<file path="src/rtl/hp_pkg.sv">
package hp_pkg;
   localparam int BYTE_W = 8;
   localparam int ADDR_W = 3;

   typedef logic [BYTE_W-1:0] byte_t;

   typedef enum logic [1:0] {
      STYLE_SPLIT  = 2'b00,
      STYLE_SINGLE = 2'b01,
      STYLE_OFF_A  = 2'b10,
      STYLE_OFF_B  = 2'b11
   } bus_style_e;

   localparam logic [ADDR_W-1:0] LOC_INDEX = 3'd0;
   localparam logic [ADDR_W-1:0] LOC_INDIR = 3'd1;
   localparam logic [ADDR_W-1:0] LOC_BUF   = 3'd2;
   localparam logic [ADDR_W-1:0] LOC_STAT  = 3'd3;

   localparam int ST_EMPTY = 0;
   localparam int ST_FULL  = 1;
   localparam int ST_UDF   = 7;
endpackage

</file>
<file path="src/rtl/hp_bus_decode.sv">
module hp_bus_decode
   import hp_pkg::*;
(
   input  logic       clk,
   input  logic       rst_n,
   input  logic [1:0] strap_i,
   input  logic       cs0_n_i,
   input  logic       cs1_n_i,
   input  logic       strb_a_n_i,
   input  logic       strb_b_i,
   output logic       rd_lvl_o,
   output logic       rd_evt_o,
   output logic       wr_evt_o
);
   bus_style_e style;
   logic       chip_sel;
   logic       rd_lvl, wr_lvl;
   logic       rd_q, wr_q;

   assign style    = bus_style_e'(strap_i);
   assign chip_sel = !cs0_n_i && !cs1_n_i;

   always_comb begin
      rd_lvl = 1'b0;
      wr_lvl = 1'b0;
      if (chip_sel) begin
         case (style)
            STYLE_SPLIT: begin
               rd_lvl = !strb_a_n_i && strb_b_i;
               wr_lvl = strb_a_n_i && !strb_b_i;
            end
            STYLE_SINGLE: begin
               rd_lvl = !strb_a_n_i && strb_b_i;
               wr_lvl = !strb_a_n_i && !strb_b_i;
            end
            default: begin
               rd_lvl = 1'b0;
               wr_lvl = 1'b0;
            end
         endcase
      end
   end

   always_ff @(posedge clk or negedge rst_n) begin
      if (!rst_n) begin
         rd_q <= 1'b0;
         wr_q <= 1'b0;
      end else begin
         rd_q <= rd_lvl;
         wr_q <= wr_lvl;
      end
   end

   assign rd_lvl_o = rd_lvl;
   assign rd_evt_o = rd_lvl && !rd_q;
   assign wr_evt_o = wr_lvl && !wr_q;

   // one access per strobe assertion
   p_single_rd_r3: assert property (@(posedge clk) disable iff (!rst_n)
      rd_evt_o |=> !rd_evt_o);
   p_single_wr_r3: assert property (@(posedge clk) disable iff (!rst_n)
      wr_evt_o |=> !wr_evt_o);
   // read and write never decoded together
   p_rd_wr_excl_r4: assert property (@(posedge clk) disable iff (!rst_n)
      !(rd_lvl && wr_lvl));
endmodule

</file>
<file path="src/rtl/hp_index_regs.sv">
module hp_index_regs
   import hp_pkg::*;
#(
   parameter int REG_COUNT = 16
) (
   input  logic                        clk,
   input  logic                        rst_n,
   input  logic                        wr_index_i,
   input  logic                        wr_indir_i,
   input  logic                        rd_indir_i,
   input  byte_t                       wdata_i,
   output byte_t                       index_byte_o,
   output byte_t                       indir_byte_o,
   output logic [REG_COUNT*BYTE_W-1:0] regs_flat_o
);
   localparam int IDX_W = $clog2(REG_COUNT);

   if (REG_COUNT < 2 || REG_COUNT > 256 || (REG_COUNT & (REG_COUNT - 1)) != 0) begin : g_bad_count
      $error("REG_COUNT must be a power of two from 2 to 256");
   end

   logic [IDX_W-1:0] idx_q;
   byte_t            regs_q [REG_COUNT];

   always_ff @(posedge clk or negedge rst_n) begin
      if (!rst_n) begin
         idx_q <= '0;
      end else if (wr_index_i) begin
         idx_q <= wdata_i[IDX_W-1:0];
      end else if (wr_indir_i || rd_indir_i) begin
         idx_q <= idx_q + 1'b1;
      end
   end

   always_ff @(posedge clk or negedge rst_n) begin
      if (!rst_n) begin
         for (int i = 0; i < REG_COUNT; i++) regs_q[i] <= '0;
      end else if (wr_indir_i) begin
         regs_q[idx_q] <= wdata_i;
      end
   end

   assign indir_byte_o = regs_q[idx_q];

   if (IDX_W < BYTE_W) begin : g_pad
      assign index_byte_o = {{(BYTE_W-IDX_W){1'b0}}, idx_q};
   end else begin : g_full
      assign index_byte_o = idx_q;
   end

   for (genvar g = 0; g < REG_COUNT; g++) begin : g_flat
      assign regs_flat_o[g*BYTE_W +: BYTE_W] = regs_q[g];
   end

   // index advances by one per indirect access
   p_index_step_r6: assert property (@(posedge clk) disable iff (!rst_n)
      (wr_indir_i || rd_indir_i) && !wr_index_i |=> idx_q == IDX_W'($past(idx_q) + 1'b1));
   // register file only changes on an indirect write
   p_regs_hold_r6: assert property (@(posedge clk) disable iff (!rst_n)
      !wr_indir_i |=> $stable(regs_flat_o));
endmodule

</file>
<file path="src/rtl/hp_pkt_fifo.sv">
module hp_pkt_fifo
   import hp_pkg::*;
#(
   parameter int DEPTH = 8
) (
   input  logic  clk,
   input  logic  rst_n,
   input  logic  push_i,
   input  byte_t push_data_i,
   input  logic  pop_i,
   output byte_t head_o,
   output logic  empty_o,
   output logic  full_o
);
   localparam int AW = $clog2(DEPTH);
   localparam logic [AW:0] FULL_CNT = (AW+1)'(DEPTH);

   if (DEPTH < 2 || DEPTH > 1024 || (DEPTH & (DEPTH - 1)) != 0) begin : g_bad_depth
      $error("DEPTH must be a power of two from 2 to 1024");
   end

   byte_t         mem_q [DEPTH];
   logic [AW:0]   wptr_q, rptr_q;
   logic [AW:0]   level;
   logic          push_ok, pop_ok;

   assign level   = wptr_q - rptr_q;
   assign empty_o = (level == '0);
   assign full_o  = (level == FULL_CNT);
   assign push_ok = push_i && !full_o;
   assign pop_ok  = pop_i && !empty_o;
   assign head_o  = mem_q[rptr_q[AW-1:0]];

   always_ff @(posedge clk or negedge rst_n) begin
      if (!rst_n) begin
         wptr_q <= '0;
         rptr_q <= '0;
      end else begin
         if (push_ok) wptr_q <= wptr_q + 1'b1;
         if (pop_ok)  rptr_q <= rptr_q + 1'b1;
      end
   end

   always_ff @(posedge clk) begin
      if (push_ok) mem_q[wptr_q[AW-1:0]] <= push_data_i;
   end

   // push while full is dropped
   p_no_overflow_r13: assert property (@(posedge clk) disable iff (!rst_n)
      full_o && push_i && !pop_i |=> full_o && wptr_q == $past(wptr_q));
   // a pop of a non-empty buffer advances the read side once
   p_pop_step_r7: assert property (@(posedge clk) disable iff (!rst_n)
      pop_i && !empty_o |=> rptr_q == (AW+1)'($past(rptr_q) + 1'b1));
   // popping an empty buffer moves nothing
   p_empty_pop_r8: assert property (@(posedge clk) disable iff (!rst_n)
      pop_i && empty_o |=> $stable(rptr_q));
endmodule

</file>
<file path="src/rtl/hp_host_port.sv">
module hp_host_port
   import hp_pkg::*;
#(
   parameter int REG_COUNT = 16,
   parameter int BUF_DEPTH = 8
) (
   input  logic                        clk,
   input  logic                        rst_n,
   input  logic [1:0]                  strap_i,
   input  logic                        cs0_n_i,
   input  logic                        cs1_n_i,
   input  logic                        strb_a_n_i,
   input  logic                        strb_b_i,
   input  logic [2:0]                  addr_i,
   input  logic [7:0]                  data_i,
   output logic [7:0]                  data_o,
   output logic                        data_oe_o,
   output logic                        rdy_o,
   input  logic                        buf_wr_en_i,
   input  logic [7:0]                  buf_wr_data_i,
   output logic                        buf_full_o,
   output logic [REG_COUNT*8-1:0]      cfg_regs_o
);
   logic  rd_lvl, rd_evt, wr_evt;
   logic  at_index, at_indir, at_buf, at_stat;
   byte_t index_byte, indir_byte, head_byte;
   byte_t stat_byte, rd_mux, rd_data_q;
   logic  buf_empty, buf_full;
   logic  udf_q, rdy_q;
   logic  udf_clr;

   hp_bus_decode u_decode (
      .clk        (clk),
      .rst_n      (rst_n),
      .strap_i    (strap_i),
      .cs0_n_i    (cs0_n_i),
      .cs1_n_i    (cs1_n_i),
      .strb_a_n_i (strb_a_n_i),
      .strb_b_i   (strb_b_i),
      .rd_lvl_o   (rd_lvl),
      .rd_evt_o   (rd_evt),
      .wr_evt_o   (wr_evt)
   );

   assign at_index = (addr_i == LOC_INDEX);
   assign at_indir = (addr_i == LOC_INDIR);
   assign at_buf   = (addr_i == LOC_BUF);
   assign at_stat  = (addr_i == LOC_STAT);

   hp_index_regs #(.REG_COUNT(REG_COUNT)) u_regs (
      .clk          (clk),
      .rst_n        (rst_n),
      .wr_index_i   (wr_evt && at_index),
      .wr_indir_i   (wr_evt && at_indir),
      .rd_indir_i   (rd_evt && at_indir),
      .wdata_i      (data_i),
      .index_byte_o (index_byte),
      .indir_byte_o (indir_byte),
      .regs_flat_o  (cfg_regs_o)
   );

   hp_pkt_fifo #(.DEPTH(BUF_DEPTH)) u_fifo (
      .clk         (clk),
      .rst_n       (rst_n),
      .push_i      (buf_wr_en_i),
      .push_data_i (buf_wr_data_i),
      .pop_i       (rd_evt && at_buf),
      .head_o      (head_byte),
      .empty_o     (buf_empty),
      .full_o      (buf_full)
   );

   assign buf_full_o = buf_full;
   assign udf_clr    = wr_evt && at_stat && data_i[ST_UDF];

   always_comb begin
      stat_byte           = '0;
      stat_byte[ST_EMPTY] = buf_empty;
      stat_byte[ST_FULL]  = buf_full;
      stat_byte[ST_UDF]   = udf_q;
   end

   always_comb begin
      rd_mux = '0;
      if (at_index)      rd_mux = index_byte;
      else if (at_indir) rd_mux = indir_byte;
      else if (at_buf)   rd_mux = buf_empty ? '0 : head_byte;
      else if (at_stat)  rd_mux = stat_byte;
   end

   always_ff @(posedge clk or negedge rst_n) begin
      if (!rst_n) begin
         rd_data_q <= '0;
         udf_q     <= 1'b0;
         rdy_q     <= 1'b1;
      end else begin
         if (rd_evt) rd_data_q <= rd_mux;
         if (rd_evt && at_buf && buf_empty) udf_q <= 1'b1;
         else if (udf_clr)                  udf_q <= 1'b0;
         rdy_q <= !(rd_evt && at_buf);
      end
   end

   assign data_o    = rd_lvl ? rd_data_q : '0;
   assign data_oe_o = rd_lvl;
   assign rdy_o     = rdy_q;

   // ready is never low two cycles running
   p_rdy_pulse_r11: assert property (@(posedge clk) disable iff (!rst_n)
      !rdy_o |=> rdy_o);
   // underflow flag holds until an explicit clear
   p_udf_sticky_r8: assert property (@(posedge clk) disable iff (!rst_n)
      udf_q && !udf_clr |=> udf_q);
   // empty buffer read yields zero data
   p_udf_zero_r8: assert property (@(posedge clk) disable iff (!rst_n)
      rd_evt && at_buf && buf_empty |=> data_o == 8'h00);
   // no output drive when the strap disables the port
   p_off_quiet_r2: assert property (@(posedge clk) disable iff (!rst_n)
      strap_i[1] |-> !data_oe_o);
endmodule

</file>
<file path="config.mk">
export PLATFORM = sky130hd
export DESIGN_NAME = hp_host_port
export DESIGN_NICKNAME = d
export VERILOG_FILES = /design/src/rtl/hp_pkg.sv /design/src/rtl/hp_bus_decode.sv /design/src/rtl/hp_index_regs.sv /design/src/rtl/hp_pkt_fifo.sv /design/src/rtl/hp_host_port.sv
export SDC_FILE = /design/constraint.sdc
export NUM_CORES = 1
export LEC_CHECK = 0
export BUFFER_PORTS_ARGS = -buffer_cell sky130_fd_sc_hd__clkbuf_2
export CAP_MARGIN = 0
export CORE_MARGIN = 2
export CORE_UTILIZATION = 58
export CTS_BUF_LIST = sky130_fd_sc_hd__clkbuf_8 sky130_fd_sc_hd__clkbuf_16
export DETAILED_ROUTE_END_ITERATION = 10
export PLACE_DENSITY = 0.92
export SYNTH_ARGS = -nofsm -noshare
export SYNTH_HDL_FRONTEND = slang
export SYNTH_SLANG_ARGS = --single-unit
</file>
<file path="constraint.sdc">
create_clock -name clk -period 11.4 [get_ports clk]
set_clock_uncertainty 0.2 [all_clocks]
set_input_delay 2.28 -clock clk [delete_from_list [all_inputs] [get_ports clk]]
set_output_delay 2.28 -clock clk [all_outputs]
set_load 0.01 [all_outputs]
</file>
Word-level counts from Yosys, hierarchy flattened
Memory sizes are Yosys's and may differ from the RTL's.
Cells that the tools add are included.
{"block": "op_classes", "n_lt_le_gt_ge": 2, "reduce_logical": 32, "addsub": 4, "mux": 22, "n_eq_ne": 5, "bitwise_logic": 1}
{"cell": "$bwmux W128", "n": 1}
{"cell": "$mux W8", "n": 9}
{"cell": "$bmux W8 S4", "n": 1}
{"cell": "$demux W8 S4", "n": 1}
{"cell": "$logic_and A1 B1 Y1", "n": 16}
{"cell": "$add A4 B1 Y4 const B", "n": 3}
{"cell": "$logic_not A1 Y1", "n": 9}
{"cell": "$mux W4", "n": 2}
{"cell": "$mux W1", "n": 7}
{"cell": "$eq A3 B2 Y1 const B", "n": 2}
{"cell": "$ge A5 B5 Y1 const B", "n": 1}
{"cell": "$lt A5 B1 Y1 const B", "n": 1}
{"cell": "$not A4 Y5", "n": 1}
{"cell": "$eq A4 B4 Y1 const B", "n": 1}
{"cell": "$logic_not A4 Y1", "n": 1}
{"cell": "$reduce_bool A2 Y1", "n": 2}
{"cell": "$sub A4 B4 Y4", "n": 1}
{"cell": "$eq A3 B1 Y1 const B", "n": 1}
{"cell": "$logic_not A3 Y1", "n": 1}
{"cell": "$eq A2 B1 Y1 const B", "n": 1}
{"cell": "$logic_not A2 Y1", "n": 1}
{"cell": "$pmux W1 S2", "n": 1}
{"cell": "$reduce_or A2 Y1", "n": 1}
{"cell": "$logic_or A1 B1 Y1", "n": 1}
{"block": "word_totals", "wordCells": 91, "input_bits": 28, "regBits": 152, "mem_bits_rw": 64, "out_inout_bits": 139, "mem_count": 1}
{"name": "u_fifo.mem_q", "words": 8, "width": 8, "rd": 1, "rd_ports_with_merged_regs": 0, "write_ports": 1, "line_no": "hp_pkt_fifo.sv:22", "rtl": "byte_t mem_q [DEPTH];"}

Longest topological paths before layout
{"block": "depth", "ltp_word": 9, "depth_mapped": 10, "depth_no_buf": 7}

Hierarchy
From an unflattened synthesis, not the netlist that was laid out.
{"block": "hier_totals", "hier_cells": 653, "area_unflattened_um2": 10002.1}
{"mod": "hp_index_regs", "cells_each": 389, "seq_area_each_um2": 3303.2, "area_each_um2": 6195.9, "n_inst": 1}
{"mod": "hp_pkt_fifo", "cells_each": 171, "seq_area_each_um2": 2122.0, "area_each_um2": 2976.6, "n_inst": 1}
{"mod": "hp_host_port", "cells_each": 85, "seq_area_each_um2": 251.5, "area_each_um2": 719.4, "n_inst": 1}
{"mod": "hp_bus_decode", "cells_each": 8, "seq_area_each_um2": 50.0, "area_each_um2": 110.1, "n_inst": 1}

Worst setup path after synthesis
No wires, ideal clock.
{"block": "synth_timing", "path_type": "input to output", "startpoint": "input cs1_n_i", "endpoint": "output data_oe_o", "arrival_ps": 2921, "setup_slack_ps": 5999, "stages": 2, "path_buffers": 0, "t_required_ps": 8920, "cell_sequence": "or3_1 nor2_1"}
{"block": "synth_via", "elab_chain_cells": 3}
{"element": "start, declared", "line_no": "hp_host_port.sv:11", "rtl": "input logic cs1_n_i,"}
{"element": "$logic_not A1 Y1", "line_no": "hp_bus_decode.sv:21", "rtl": "assign chip_sel = !cs0_n_i && !cs1_n_i;"}
{"element": "$logic_and A1 B1 Y1", "line_no": "hp_bus_decode.sv:21"}
{"element": "$mux W1", "line_no": "hp_bus_decode.sv:26", "rtl": "if (chip_sel) begin"}
{"element": "end, declared", "line_no": "hp_host_port.sv:17", "rtl": "output logic data_oe_o,"}
No other way between the ends.

Worst setup path after layout
{"block": "layout_timing", "startpoint": "input cs1_n_i", "endpoint": "output data_o[1]"}
{"block": "layout_via", "elab_chain_cells": 4}
{"element": "$logic_not A1 Y1", "line_no": "hp_bus_decode.sv:21"}
{"element": "$logic_and A1 B1 Y1", "line_no": "hp_bus_decode.sv:21"}
{"element": "$mux W1", "line_no": "hp_bus_decode.sv:26"}
{"element": "$mux W8", "line_no": "hp_host_port.sv:104", "rtl": "assign data_o = rd_lvl ? rd_data_q : '0;"}
{"element": "end, declared", "line_no": "hp_host_port.sv:16", "rtl": "output logic [7:0] data_o,"}
No other way between the ends.

==> results.toml <==
[status]
status = "finished, final reports clean"

[pwr]
power_density_nw_per_um2 = 156.2
peakVddDrop_v = 0.0001393
power.leakage_nw = 5.901

[clock_network]
cts.sinks = 216
cts_resized = 0
clockBufferDepth = 3
postCtsSetupBuffers = 0
postCtsHoldBufs = 0
insertion_delay_ns = 0.51
cts_tree = "yes"
cts_made_buffers = 23
cts_max_level = 1
root_buffer = "clkbuf_16"
clkTransAtPathRegs_ns = 0.06

[synthesis]
synth_enable_flop_cells = 64
synth_top_area_share_pct = 35.83
yosys.area.top_type = "dfrtp_1"
ys_warn_count = 0
ys_seq_elements = 216
syn_area_um2 = 10550
syn_area_per_cell_um2 = 16.50
synth_area_leaders = "dfrtp_1, edfxtp_1, mux2_4, mux4_2, nand2_8"
synth_seq_area_share_pct = 54.30
ys.flop_type = "dfrtp_1"
synthCells = 639
synth_nets = 676
synth.distinct_cells = 56
synthArstFlopShare_pct = 70.37

[grt]
antenna_found_initial = 0
grt_pass1_wl_um = 41370
grt_pass1_vias = 6795
grt_max_degree = 81
grt_overflow = 0
grt_util_all_layers_pct = 27.84

[worst_setup_path]
critical_path_peak_fanout = 8
critical-path-max-stage-delay_ns = 0.54
critPathKind = "primary input to output pin"
path_cells = "clkbuf_2 -> nor3_1 -> and3_1 -> clkbuf_2"
r2r_setup_slack_ns = 7.34
end_kind = "output pin"
worstSetupStartpoint = "cs1_n_i"
cpMaxStageDelayCell = "nor3_1"
cp_num_buf_inv = 2
crit_top_cell = "clkbuf_2"
required_ns = 8.92
cp-start-kind = "primary input"
rr_startpoint = "u_fifo.rptr_q[1]"
reg2reg_depth = 8
cpLargestDelayFamily = "simple AND/OR/NAND/NOR gates"
crit_arrival_ns = 3.32
r2r_end = "u_fifo.mem_q[3][0]"

[timing]
worst_slew_pin_slew_ns = 1.013
slew-limit-headroom_pct = 32.45
period_minus_slack_ns = 5.796
slew_violations = 0
setup_tns_ns = 0
final_hold_viol_count = 0
min_period_over_period_pct = 50.84
rsz0062_at_grt = "no"
setup_violations = 0
max_freq_mhz = 172.5

[placement]
placedCellCount = 1010
gp_congestion = 0.8459
port_buffers = 166
hpwl_um = 17780

[cells_and_area]
fin_cells = 1050
final_nets = 843
n_antenna_cell = 0
synthToLayoutAreaGrowth_pct = 16.93
drive_gt1_share_pct = 51.52

[run]
maxCapViolations = 0

[routing]
vias_per_cell = 6.254
drc_errors = 0
ant_nets = 0
num_vias = 6567
drtPass1Iterations = 5
drt_wl_total_um = 26560
post_drt_wl_per_cell_um = 25.29
drt_iter0_markers = 511

[floorplan]
start_util_pct = 58.91
coreArea_um2 = 17900
die_height_um = 138.8
die_area_um2 = 19280
io_pins = 167
die_x_um = 138.8
row_count = 49

[min_path]
holdPathEnd = "u_fifo.wptr_q[3]"
hold_start = "u_fifo.wptr_q[3]"
hold_path.class = "flop to flop"
min_path_cells = 1
-- per-stage QoR --
step | setup WS, ns | util [%] | instance area, um^2 | total power, mW | hold WS, ns
global route | 5.445 | 68.88 | 12330 | 1.994 | 0.3302
finish | 5.604 | 68.88 | 12330 | 1.926 | 0.2945
CTS | 5.574 | 68.88 | 12330 | 1.934 | 0.2970
global placement | 5.639 | 64.65 | 11570 | 1.168 | 0.2700
floorplan | 5.999 | - | 10550 | 1.087 | 0.2474
detailed placement | 5.575 | 64.65 | 11570 | 1.181 | 0.2787
-- layout make-up --
class                   instances  area, um^2
well taps                     229       286.5
clock inverters                15       155.1
inverters                      10       37.54
fillers                      1113        5570
repair buffers                178       927.1
flip-flops and latches        216        5728
multi-input cells             377        4594
clock buffers                  25       603.1
-- power by group --
group,internal [mW],switching (mW),total (mW)
combinational,0.116,0.166,0.282
sequential,0.854,0.0421,0.896
clock,0.448,0.301,0.749
total,1.42,0.509,1.93
-- cells in the mapped netlist, drive strengths merged, types with 10 or more instances --
library cell,instances
dfrtp,151
mux2,130
edfxtp,64
nand2,59
mux4,51
buf,20
clkbuf,16
o21ai,11
inv,10
nor2,10
nor3,10
-- how the worst max path moves through the flow --
stage	depth (start not counted)	slack, ns	to
6_report	4	5.60	data_o[1]
5_1_grt	4	5.44	data_o[3]
4_1_cts	4	5.57	data_o[1]
3_5_place_dp	4	5.57	data_o[1]
3_3_place_gp	4	5.64	data_o[4]
2_1_floorplan	2	6.00	data_oe_o
-- sequential cells by signal, indices dropped and copies added, names as in the netlist --
register,count
u_regs.regs_flat_o,128
u_fifo.mem_q,64
rd_data_q,8
u_fifo.rptr_q,4
u_fifo.wptr_q,4
u_regs.idx_q,4
rdy_o,1
u_decode.rd_q,1
u_decode.wr_q,1
udf_q,1
-- cell usage in the layout (no fill, tap or decap), types with 12 or more instances in the layout --
| master | instances |
|---|---|
| buf_4 | 12 |
| edfxtp_1 | 64 |
| clkbuf_16 | 23 |
| dfrtp_1 | 150 |
| mux2_4 | 128 |
| nand2_8 | 16 |
| mux4_2 | 51 |
| nand2_1 | 43 |
| clkbuf_2 | 165 |
-- cells by family after synthesis --
logic type                 after synthesis  synth area share, %
DFF                                    216                54.30
muxes                                  187                29.90
and+or+nand+nor                        135                9.432
buffers and inverters                   46                2.135
xor gates and xnor gates                 9               0.7474
AOI/OAI and AO/OA                       37                2.420
adders and majority gates                9                1.068
-- routing by layer --
| metal | vias up | global-route usage (%) | routed length [um] |
|---|---|---|---|
| met5 | - | 0 | 0 |
| met4 | 0 | 11.86 | 1251 |
| met3 | 85 | 4.454 | 1672 |
| met2 | 333 | 44.65 | 12760 |
| met1 | 3405 | 38.42 | 10870 |
| li1 | 2744 | - | - |
-- worst reg2reg max path: cells and delay by family, from the launching register on --
family,cells,cell delay (ns)
fa+ha+maj,1,0.37
buf+inv,2,0.49
simple gates,4,1.49
compound gates,1,0.35
flops,1,0.86
Note: power is estimated with default switching activity, not from simulation.
